<file path="config.mk">
export PLATFORM = sky130hd
export DESIGN_NAME = prio_tgt_sel
export DESIGN_NICKNAME = d
export VERILOG_FILES = /design/src/rtl/prio_sel_pkg.sv /design/src/rtl/sel_mask.sv /design/src/rtl/sel_arb.sv /design/src/rtl/sel_port.sv /design/src/rtl/prio_tgt_sel.sv
export SDC_FILE = /design/constraint.sdc
export NUM_CORES = 1
export LEC_CHECK = 0
export BUFFER_PORTS_ARGS = -buffer_cell sky130_fd_sc_hd__buf_2
export CAP_MARGIN = 20
export CELL_PAD_IN_SITES_DETAIL_PLACEMENT = 1
export CELL_PAD_IN_SITES_GLOBAL_PLACEMENT = 1
export CORE_MARGIN = 2
export CORE_UTILIZATION = 38
export DETAILED_ROUTE_END_ITERATION = 6
export HOLD_SLACK_MARGIN = 0.12
export PLACE_DENSITY_LB_ADDON = 0.15
export SLEW_MARGIN = 0
export SYNTH_ARGS = -nofsm -noshare
export SYNTH_HDL_FRONTEND = slang
export SYNTH_SLANG_ARGS = --single-unit
export TNS_END_PERCENT = 30
</file>
<file path="constraint.sdc">
create_clock -name clk -period 2 [get_ports clk]
set_input_delay 0.4 -clock clk [delete_from_list [all_inputs] [get_ports clk]]
set_output_delay 0.4 -clock clk [all_outputs]
set_load 0.03 [all_outputs]
</file>
<file path="src/rtl/prio_sel_pkg.sv">
`timescale 1ns/1ps
package prio_sel_pkg;

    // Port sequencer states: which strobes are driven this cycle.
    typedef enum logic [1:0] {
        PS_IDLE  = 2'd0,
        PS_CLAIM = 2'd1,
        PS_CMPL  = 2'd2,
        PS_BOTH  = 2'd3
    } port_st_e;

endpackage

</file>
<file path="src/rtl/sel_mask.sv">
`timescale 1ns/1ps
module sel_mask #(
    parameter int N_SRC = 8
) (
    input  logic [N_SRC-1:0] pend_i,
    input  logic [N_SRC-1:0] en_i,
    output logic [N_SRC-1:0] cand_o
);

    // Per-source qualification: pending and enabled for this target.
    for (genvar g = 0; g < N_SRC; g++) begin : g_src
        assign cand_o[g] = pend_i[g] & en_i[g];
    end

endmodule

</file>
<file path="src/rtl/sel_arb.sv">
`timescale 1ns/1ps
module sel_arb #(
    parameter int N_SRC = 8,
    parameter int PW    = 3,
    parameter int IDW   = 4
) (
    input  logic [N_SRC-1:0]    cand_i,
    input  logic [N_SRC*PW-1:0] prio_i,
    output logic                best_vld_o,
    output logic [PW-1:0]       best_prio_o,
    output logic [IDW-1:0]      best_id_o
);

    logic [PW-1:0] pr [N_SRC];

    for (genvar g = 0; g < N_SRC; g++) begin : g_unpack
        assign pr[g] = prio_i[g*PW +: PW];
    end

    // Ascending scan; a later source replaces the holder only when strictly
    // larger, so equal priorities keep the lower identifier.
    always_comb begin
        best_vld_o  = 1'b0;
        best_prio_o = '0;
        best_id_o   = '0;
        for (int i = 0; i < N_SRC; i++) begin
            if (cand_i[i] && (!best_vld_o || pr[i] > best_prio_o)) begin
                best_vld_o  = 1'b1;
                best_prio_o = pr[i];
                best_id_o   = IDW'(i + 1);
            end
        end
    end

endmodule

</file>
<file path="src/rtl/sel_port.sv">
`timescale 1ns/1ps
module sel_port
    import prio_sel_pkg::*;
#(
    parameter int N_SRC = 8,
    parameter int IDW   = 4
) (
    input  logic             clk,
    input  logic             rst_n,
    input  logic             claim_rd_i,
    input  logic             cmpl_wr_i,
    input  logic [IDW-1:0]   cmpl_id_i,
    input  logic [IDW-1:0]   cur_id_i,
    output logic [IDW-1:0]   claim_data_o,
    output logic [N_SRC-1:0] claim_strb_o,
    output logic [N_SRC-1:0] cmpl_strb_o
);

    localparam logic [IDW-1:0] ID_MAX = IDW'(N_SRC);

    port_st_e       st_q, st_d;
    logic [IDW-1:0] clm_id_q, cpl_id_q, data_q;
    logic           claim_go, cmpl_go;

    assign claim_go = claim_rd_i && (cur_id_i != '0);
    assign cmpl_go  = cmpl_wr_i && (cmpl_id_i != '0) && (cmpl_id_i <= ID_MAX);

    always_comb begin
        unique case ({claim_go, cmpl_go})
            2'b00:   st_d = PS_IDLE;
            2'b10:   st_d = PS_CLAIM;
            2'b01:   st_d = PS_CMPL;
            default: st_d = PS_BOTH;
        endcase
    end

    // State register together with the identifiers the strobes decode.
    always_ff @(posedge clk or negedge rst_n) begin
        if (!rst_n) begin
            st_q     <= PS_IDLE;
            clm_id_q <= '0;
            cpl_id_q <= '0;
            data_q   <= '0;
        end else begin
            st_q <= st_d;
            if (claim_go) clm_id_q <= cur_id_i;
            if (cmpl_go)  cpl_id_q <= cmpl_id_i;
            if (claim_rd_i) data_q <= cur_id_i;
        end
    end

    function automatic logic [N_SRC-1:0] id2vec(input logic [IDW-1:0] id);
        logic [N_SRC-1:0] v;
        for (int i = 0; i < N_SRC; i++) v[i] = (id == IDW'(i + 1));
        return v;
    endfunction

    always_comb begin
        claim_strb_o = '0;
        cmpl_strb_o  = '0;
        unique case (st_q)
            PS_IDLE:  ;
            PS_CLAIM: claim_strb_o = id2vec(clm_id_q);
            PS_CMPL:  cmpl_strb_o  = id2vec(cpl_id_q);
            PS_BOTH: begin
                claim_strb_o = id2vec(clm_id_q);
                cmpl_strb_o  = id2vec(cpl_id_q);
            end
            default: ;
        endcase
    end

    assign claim_data_o = data_q;

    assert_claim_onehot_R8: assert property (@(posedge clk) disable iff (!rst_n)
        $onehot0(claim_strb_o));
    assert_cmpl_onehot_R10: assert property (@(posedge clk) disable iff (!rst_n)
        $onehot0(cmpl_strb_o));
    assert_claim_data_R8: assert property (@(posedge clk) disable iff (!rst_n)
        claim_rd_i |=> claim_data_o == $past(cur_id_i));
    assert_claim_none_R9: assert property (@(posedge clk) disable iff (!rst_n)
        (claim_rd_i && cur_id_i == '0) |=> claim_strb_o == '0);
    assert_cmpl_drop_R11: assert property (@(posedge clk) disable iff (!rst_n)
        (cmpl_wr_i && (cmpl_id_i == '0 || cmpl_id_i > ID_MAX)) |=> cmpl_strb_o == '0);

endmodule

</file>
<file path="src/rtl/prio_tgt_sel.sv">
`timescale 1ns/1ps
module prio_tgt_sel #(
    parameter int N_SRC    = 8,
    parameter int PRIO_MAX = 7,
    parameter int PW       = $clog2(PRIO_MAX + 1),
    parameter int IDW      = $clog2(N_SRC + 1)
) (
    input  logic                clk,
    input  logic                rst_n,
    input  logic [N_SRC-1:0]    pend_i,
    input  logic [N_SRC-1:0]    en_i,
    input  logic [N_SRC*PW-1:0] prio_i,
    input  logic [PW-1:0]       thr_i,
    input  logic                claim_rd_i,
    input  logic                cmpl_wr_i,
    input  logic [IDW-1:0]      cmpl_id_i,
    output logic                irq_o,
    output logic [IDW-1:0]      irq_id_o,
    output logic [IDW-1:0]      claim_data_o,
    output logic [N_SRC-1:0]    claim_strb_o,
    output logic [N_SRC-1:0]    cmpl_strb_o
);

    logic [N_SRC-1:0] cand;
    logic             best_vld;
    logic [PW-1:0]    best_prio;
    logic [IDW-1:0]   best_id;
    logic             win;
    logic             irq_q;
    logic [IDW-1:0]   id_q;

    sel_mask #(.N_SRC(N_SRC)) u_mask (
        .pend_i (pend_i),
        .en_i   (en_i),
        .cand_o (cand)
    );

    sel_arb #(.N_SRC(N_SRC), .PW(PW), .IDW(IDW)) u_arb (
        .cand_i      (cand),
        .prio_i      (prio_i),
        .best_vld_o  (best_vld),
        .best_prio_o (best_prio),
        .best_id_o   (best_id)
    );

    assign win = best_vld && (best_prio > thr_i);

    always_ff @(posedge clk or negedge rst_n) begin
        if (!rst_n) begin
            irq_q <= 1'b0;
            id_q  <= '0;
        end else begin
            irq_q <= win;
            id_q  <= win ? best_id : '0;
        end
    end

    assign irq_o    = irq_q;
    assign irq_id_o = id_q;

    sel_port #(.N_SRC(N_SRC), .IDW(IDW)) u_port (
        .clk          (clk),
        .rst_n        (rst_n),
        .claim_rd_i   (claim_rd_i),
        .cmpl_wr_i    (cmpl_wr_i),
        .cmpl_id_i    (cmpl_id_i),
        .cur_id_i     (id_q),
        .claim_data_o (claim_data_o),
        .claim_strb_o (claim_strb_o),
        .cmpl_strb_o  (cmpl_strb_o)
    );

    assert_id_range_R1: assert property (@(posedge clk) disable iff (!rst_n)
        irq_o |-> (irq_id_o != '0 && irq_id_o <= IDW'(N_SRC)));
    assert_id_zero_R1: assert property (@(posedge clk) disable iff (!rst_n)
        !irq_o |-> irq_id_o == '0);
    assert_above_thr_R4: assert property (@(posedge clk) disable iff (!rst_n)
        irq_o |-> (PW'($past(prio_i) >> (PW * (int'(irq_id_o) - 1))) > $past(thr_i)));
    assert_win_enabled_R5: assert property (@(posedge clk) disable iff (!rst_n)
        irq_o |-> |($past(pend_i & en_i) & (N_SRC'(1) << (int'(irq_id_o) - 1))));

endmodule

</file>
==> impl_metrics.tcl, run 1 <==
set metrics [dict create \
    numCtsBuffers 3 \
    synthTopCellsByCount "nand2_1 (26), ha_1 (24), inv_1 (20)" \
    yosysWarnings 0 \
    ios 76 \
    worstEndpointType "register data pin" \
    outcome "did not finish" \
    worst_endpoint "irq_id_o[0]$_DFF_PN0_/D" \
    dp_hpwl_um 6220 \
    yosys.cell_count.top_type "nand2_1" \
    die_w_um 76.7 \
    synth_ff_type "dfrtp_1" \
    synth_area_per_cell_um2 8.26 \
    numClockSinks 19 \
    first-error "[ERROR GRT-0232] Routing congestion too high. Check the congestion heatmap in the GUI." \
    rows 26 \
    ys_seq_area_frac 0.237 \
    synthTopCellsByArea "dfrtp_1 (24%), ha_1 (15%), nand2_1 (4.9%), mux2_2 (3.9%), inv_1 (3.7%)" \
    initial_core_util 0.393 \
    cts_root_buf "clkbuf_8" \
    synth_cell_types 56 \
    synthDominantCellAreaShare 0.237 \
    syn_area_um2 2010 \
    antenna_found_initial 1 \
    async_reset_ff_frac 1.00 \
    clock_path_buffers 2 \
    gp_congestion 0.865 \
    overflow 73 \
    synth-edff-count 0 \
    synth_seq_cells 19 \
    grt_max_degree 20 \
    haltStage "5_1_grt" \
    netlist_instances 243 \
    synth_fp_nets 318 \
    die_y_um 76.7 \
    yosysTopAreaCell "dfrtp_1" \
    grtUsageTotal 0.676 \
    io_buffers 75 \
    htree_num_levels 1 \
    pre_cts_ws_ps -8310 \
]
==> metrics by stage <==
| stage | utilization | cells | area, µm² | hold WS [ps] |
|---|---|---|---|---|
| 2_1_floorplan | - | 243 | 2130 | 104 |
| 3_3_place_gp | 0.604 | 453 | 3080 | 348 |
| 4_1_cts | 0.685 | 472 | 3500 | 390 |
| 3_5_place_dp | 0.604 | 453 | 3080 | 354 |
==> per-layer routing <==
metal	overflow	GRT usage
met5	0	0
met3	1	0.412
met4	39	0.798
met1	2	0.635
met2	31	0.926
==> cells by family after synthesis <==
group / count (synthesis) / synth area share
compound gates: 82 / 0.298
xor+xnor: 1 / 0.00436
fa+ha+maj: 24 / 0.150
buf+inv: 22 / 0.0417
flops: 19 / 0.237
mux: 8 / 0.0442
simple gates: 87 / 0.225
==> repair_timing <==
| action | 4_1_cts |
|---|---|
| gates resized for setup | 53 |
| hold buffers | 1 |
| endpoints found under the setup margin | 6 |
| pin swaps | 38 |
| setup buffers | 14 |
| hold endpoints to repair | 19 |
==> run 2, diff against run 1 <==
--- a/config.mk
+++ b/config.mk
@@ -7,12 +7,9 @@
 export LEC_CHECK = 0
 export BUFFER_PORTS_ARGS = -buffer_cell sky130_fd_sc_hd__buf_2
 export CAP_MARGIN = 20
-export CELL_PAD_IN_SITES_DETAIL_PLACEMENT = 1
-export CELL_PAD_IN_SITES_GLOBAL_PLACEMENT = 1
 export CORE_MARGIN = 2
-export CORE_UTILIZATION = 38
+export CORE_UTILIZATION = 40
 export DETAILED_ROUTE_END_ITERATION = 6
-export HOLD_SLACK_MARGIN = 0.12
 export PLACE_DENSITY_LB_ADDON = 0.15
 export SLEW_MARGIN = 0
 export SYNTH_ARGS = -nofsm -noshare
==> run 2 against run 1 <==
- the flow now finishes, with violations (setup timing)
- synthesized area unchanged
- synthesized cell count stayed put
==> impl_metrics.tcl, run 2 <==
set metrics [dict create \
    top_layer_used "met4" \
    clock_latency_ps 250 \
    drt-total-wl_um 6430 \
    gp_congestion 0.891 \
    finClkSkew_ps 3.29 \
    arrival_ps 9630 \
    synthDominantCellAreaShare 0.237 \
    synth_fp_nets 318 \
    antenna_found_initial 0 \
    synthTopCellsByArea "dfrtp_1 (24%), ha_1 (15%), nand2_1 (4.9%), mux2_2 (3.9%), inv_1 (3.7%)" \
    synthTopCellsByCount "nand2_1 (26), ha_1 (24), inv_1 (20)" \
    netlist_instances 243 \
    r2r-start "irq_id_o[1]" \
    synth_seq_cells 19 \
    hold_viol 0 \
    outcome "finished, violations left" \
    n_fill_cell 346 \
    drcViolationCount 0 \
    core-area_um2 4790 \
    grtUsageTotal 0.212 \
    cp_num_cells 51 \
    cp_slowest_cell "or3_4" \
    routed_via_density 5.23 \
    total_power_mw 2.69 \
    final_cell_area_um2 3690 \
    finalMaxSlewViolations 0 \
    relSlewSlack 0.728 \
    maxCapViolCount 0 \
    antenna_cells 0 \
    synth_xor_area_frac 0.00436 \
    drt_iter0_drc 65 \
    cp_slowest_stage_delay_ps 400 \
    numCtsBuffers 3 \
    overflow 0 \
    initial_core_util 0.420 \
    wl_met1_um 2640 \
    io_buffers 75 \
    yosysWarnings 0 \
    path_common_cell "ha_4" \
    period_needed_ps 9450 \
    drt.antenna.violating_nets 0 \
    hp-class "primary input to async pin" \
    crit_start "pend_i[0]" \
    cts_root_buf "clkbuf_8" \
    place_area_um2 3110 \
    htree_num_levels 1 \
    utilization 0.771 \
    final_common_cell "buf_4" \
    ys_seq_area_frac 0.237 \
    synth_top_family_by_area "compound AO/OA/AOI/OAI gates" \
    final_cell_mix "buf_4 (91), buf_2 (74), nand2_1 (23)" \
    grt_setup_unrepaired "true" \
    die_y_um 74.9 \
    cp_max_fo 7 \
    pre_cts_ws_ps -7940 \
    ctsHoldBuffers 0 \
    grt_pass1_vias 2278 \
    synth_ff_type "dfrtp_1" \
    cts_tree "done" \
    met2WireLength_um 3450 \
    synth-edff-count 0 \
    synthAdderAreaFrac 0.150 \
    synth_cell_types 56 \
    drtPass1Iterations 4 \
    setup_viol 5 \
    die_w_um 74.9 \
    clock_path_buffers 2 \
    grt_first_pass_wirelength_um 9390 \
    nets 489 \
    fin_ws_ps -7450 \
    syn_area_um2 2010 \
    async_reset_ff_frac 1.00 \
    crit_path_start_kind "primary input" \
    ios 76 \
    wl_per_cell_um 13.4 \
    synth_mux_area_frac 0.0442 \
    path_buf_inv 3 \
    worstPathRequired_ps 2180 \
    clk_pin_slew_ps 70 \
    violations "setup timing" \
    clock.fmax_mhz 106 \
    area_growth_pct 83.8 \
    critPathCaptureType "register" \
    dieArea_um2 5600 \
    yosys.cell_count.top_type "nand2_1" \
    criticalPathCategory "primary input to register" \
    drive_above_1_share 0.617 \
    ir_worst_vdd_mv 0.415 \
    synth_compound_area_frac 0.298 \
    numClockSinks 19 \
    rows 25 \
    yosys.area_share.simple 0.225 \
    tightestPinTransition_ps 404 \
    routed-via-count 2512 \
    dp_hpwl_um 4710 \
    r2r_cells 3 \
    yosysTopAreaCell "dfrtp_1" \
    power_density_nw_per_um2 728 \
    synth_area_per_cell_um2 8.26 \
    dr_wl_met3_um 203 \
    cp_top_family "compound AO/OA/AOI/OAI gates" \
    power_leakage_nw 1.84 \
    grt_max_degree 20 \
    post-route-period-util 4.73 \
    holdWs_ps 69.4 \
]
run 2: cells by family (layout without fill, tap and decap cells):
| logic type | Yosys count | after routing |
|---|---|---|
| AND/OR/NAND/NOR | 87 | 87 |
| AO/OA/AOI/OAI | 82 | 82 |
| adder cells (fa/ha/maj) | 24 | 24 |
| buffers and inverters | 22 | 192 |
| flip-flops | 19 | 19 |
| multiplexers | 8 | 8 |
| XOR/XNOR | 1 | 1 |
run 2: what timing repair did:
item,in CTS,in global routing
endpoints found under the setup margin,5,6
buffers inserted,17,5
hold endpoints to repair,0,0
gates resized for setup,40,29
pin swaps,44,41
cloned,0,0
run 2: final timing paths:
check,to,slack (ps)
worst max register to register,u_port.clm_id_q[2],850
max in group asynchronous,u_port.clm_id_q[2],1620
worst min-delay path,u_port.claim_data_o[2],70
min in group clk,u_port.cpl_id_q[2],400
worst min register to register,u_port.claim_data_o[0],500
worst max-delay path,irq_id_o[0],-7450
run 2: where the power goes:
part	switching (mW)	internal, mW
clock network	0.115	0.141
logic	0.891	0.927
registers	0.112	0.500
total	1.12	1.57
run 2: layer usage:
layer  track usage  up-vias
li1              -     1261
met1         0.236     1170
met2         0.424       65
met3        0.0134       16
met4        0.0615        0
met5             0        -
run 2: metrics by stage:
step	setup TNS (ps)	std cells
4_1_cts	-36180	475
5_1_grt	-38940	480
3_3_place_gp	-37960	454
3_5_place_dp	-39150	454
2_1_floorplan	-35160	243
6_report	-36770	480
run 2: layout make-up:
class | instances | area, µm² | share of cell area
multi-input combinational | 202 | 1910 | 0.519
timing repair buffer | 168 | 1100 | 0.297
sequential | 19 | 477 | 0.129
tap | 67 | 83.8 | 0.0227
inverter | 20 | 75.1 | 0.0203
clock buffer | 4 | 45.0 | 0.0122
No activity file was read; power rests on OpenSTA's default activity.
==> run 3, diff against run 2 <==
--- a/config.mk
+++ b/config.mk
@@ -7,8 +7,9 @@
 export LEC_CHECK = 0
 export BUFFER_PORTS_ARGS = -buffer_cell sky130_fd_sc_hd__buf_2
 export CAP_MARGIN = 20
-export CORE_MARGIN = 2
-export CORE_UTILIZATION = 40
+export CELL_PAD_IN_SITES_DETAIL_PLACEMENT = 1
+export CELL_PAD_IN_SITES_GLOBAL_PLACEMENT = 1
+export CORE_UTILIZATION = 38
 export DETAILED_ROUTE_END_ITERATION = 6
 export PLACE_DENSITY_LB_ADDON = 0.15
 export SLEW_MARGIN = 0
==> run 3 against run 2 <==
- the flow now stops in 5_1_grt
- synthesized cell count is the same
- synthesized area is the same
==> impl_metrics.tcl, run 3 <==
set metrics [dict create \
    ctsHoldBuffers 0 \
    clock_path_buffers 2 \
    synth-edff-count 0 \
    synthDominantCellAreaShare 0.237 \
    synth_seq_cells 19 \
    gp_congestion 0.817 \
    yosysWarnings 0 \
    first-error "[ERROR DPL-0033] detailed placement checks failed during check placement." \
    numClockSinks 19 \
    ys_seq_area_frac 0.237 \
    cts_root_buf "clkbuf_8" \
    async_reset_ff_frac 1.00 \
    yosysTopAreaCell "dfrtp_1" \
    synth_cell_types 56 \
    io_buffers 75 \
    initial_core_util 0.393 \
    htree_num_levels 1 \
    worstEndpointType "register data pin" \
    syn_area_um2 2010 \
    yosys.cell_count.top_type "nand2_1" \
    synth_ff_type "dfrtp_1" \
    ios 76 \
    haltStage "5_1_grt" \
    rows 26 \
    grt_max_degree 20 \
    synth_area_per_cell_um2 8.26 \
    worst_endpoint "irq_id_o[0]$_DFF_PN0_/D" \
    synth_fp_nets 318 \
    die_y_um 74.7 \
    synthTopCellsByArea "dfrtp_1 (24%), ha_1 (15%), nand2_1 (4.9%), mux2_2 (3.9%), inv_1 (3.7%)" \
    antenna_found_initial 0 \
    dp_hpwl_um 6010 \
    numCtsBuffers 3 \
    die_w_um 74.7 \
    synthTopCellsByCount "nand2_1 (26), ha_1 (24), inv_1 (20)" \
    outcome "did not finish" \
    netlist_instances 243 \
]
[run 3: cell counts after synthesis]
No cell type changed its count.
[run 3: through the flow]
stage          worst slack, ps  cell area (µm²)   util  std cells  hold WS (ps)
4_1_cts                  -7540             3410  0.668        467          77.5
3_5_place_dp             -8180             3080  0.604        453           351
3_3_place_gp             -7640             3080  0.604        453           345
2_1_floorplan            -7170             2130      -        243           104
[run 3: kinds of logic after synthesis]
logic type | after synthesis | synth area share
adders and majority gates | 24 | 0.150
and+or+nand+nor | 87 | 0.225
DFF | 19 | 0.237
buffers and inverters | 22 | 0.0417
muxes | 8 | 0.0442
AOI/OAI and AO/OA | 82 | 0.298
xor gates and xnor gates | 1 | 0.00436
[run 3: repair_timing]
item | in CTS
pin swaps | 32
resized for setup | 38
buffers inserted | 10
endpoints found under the setup margin | 5
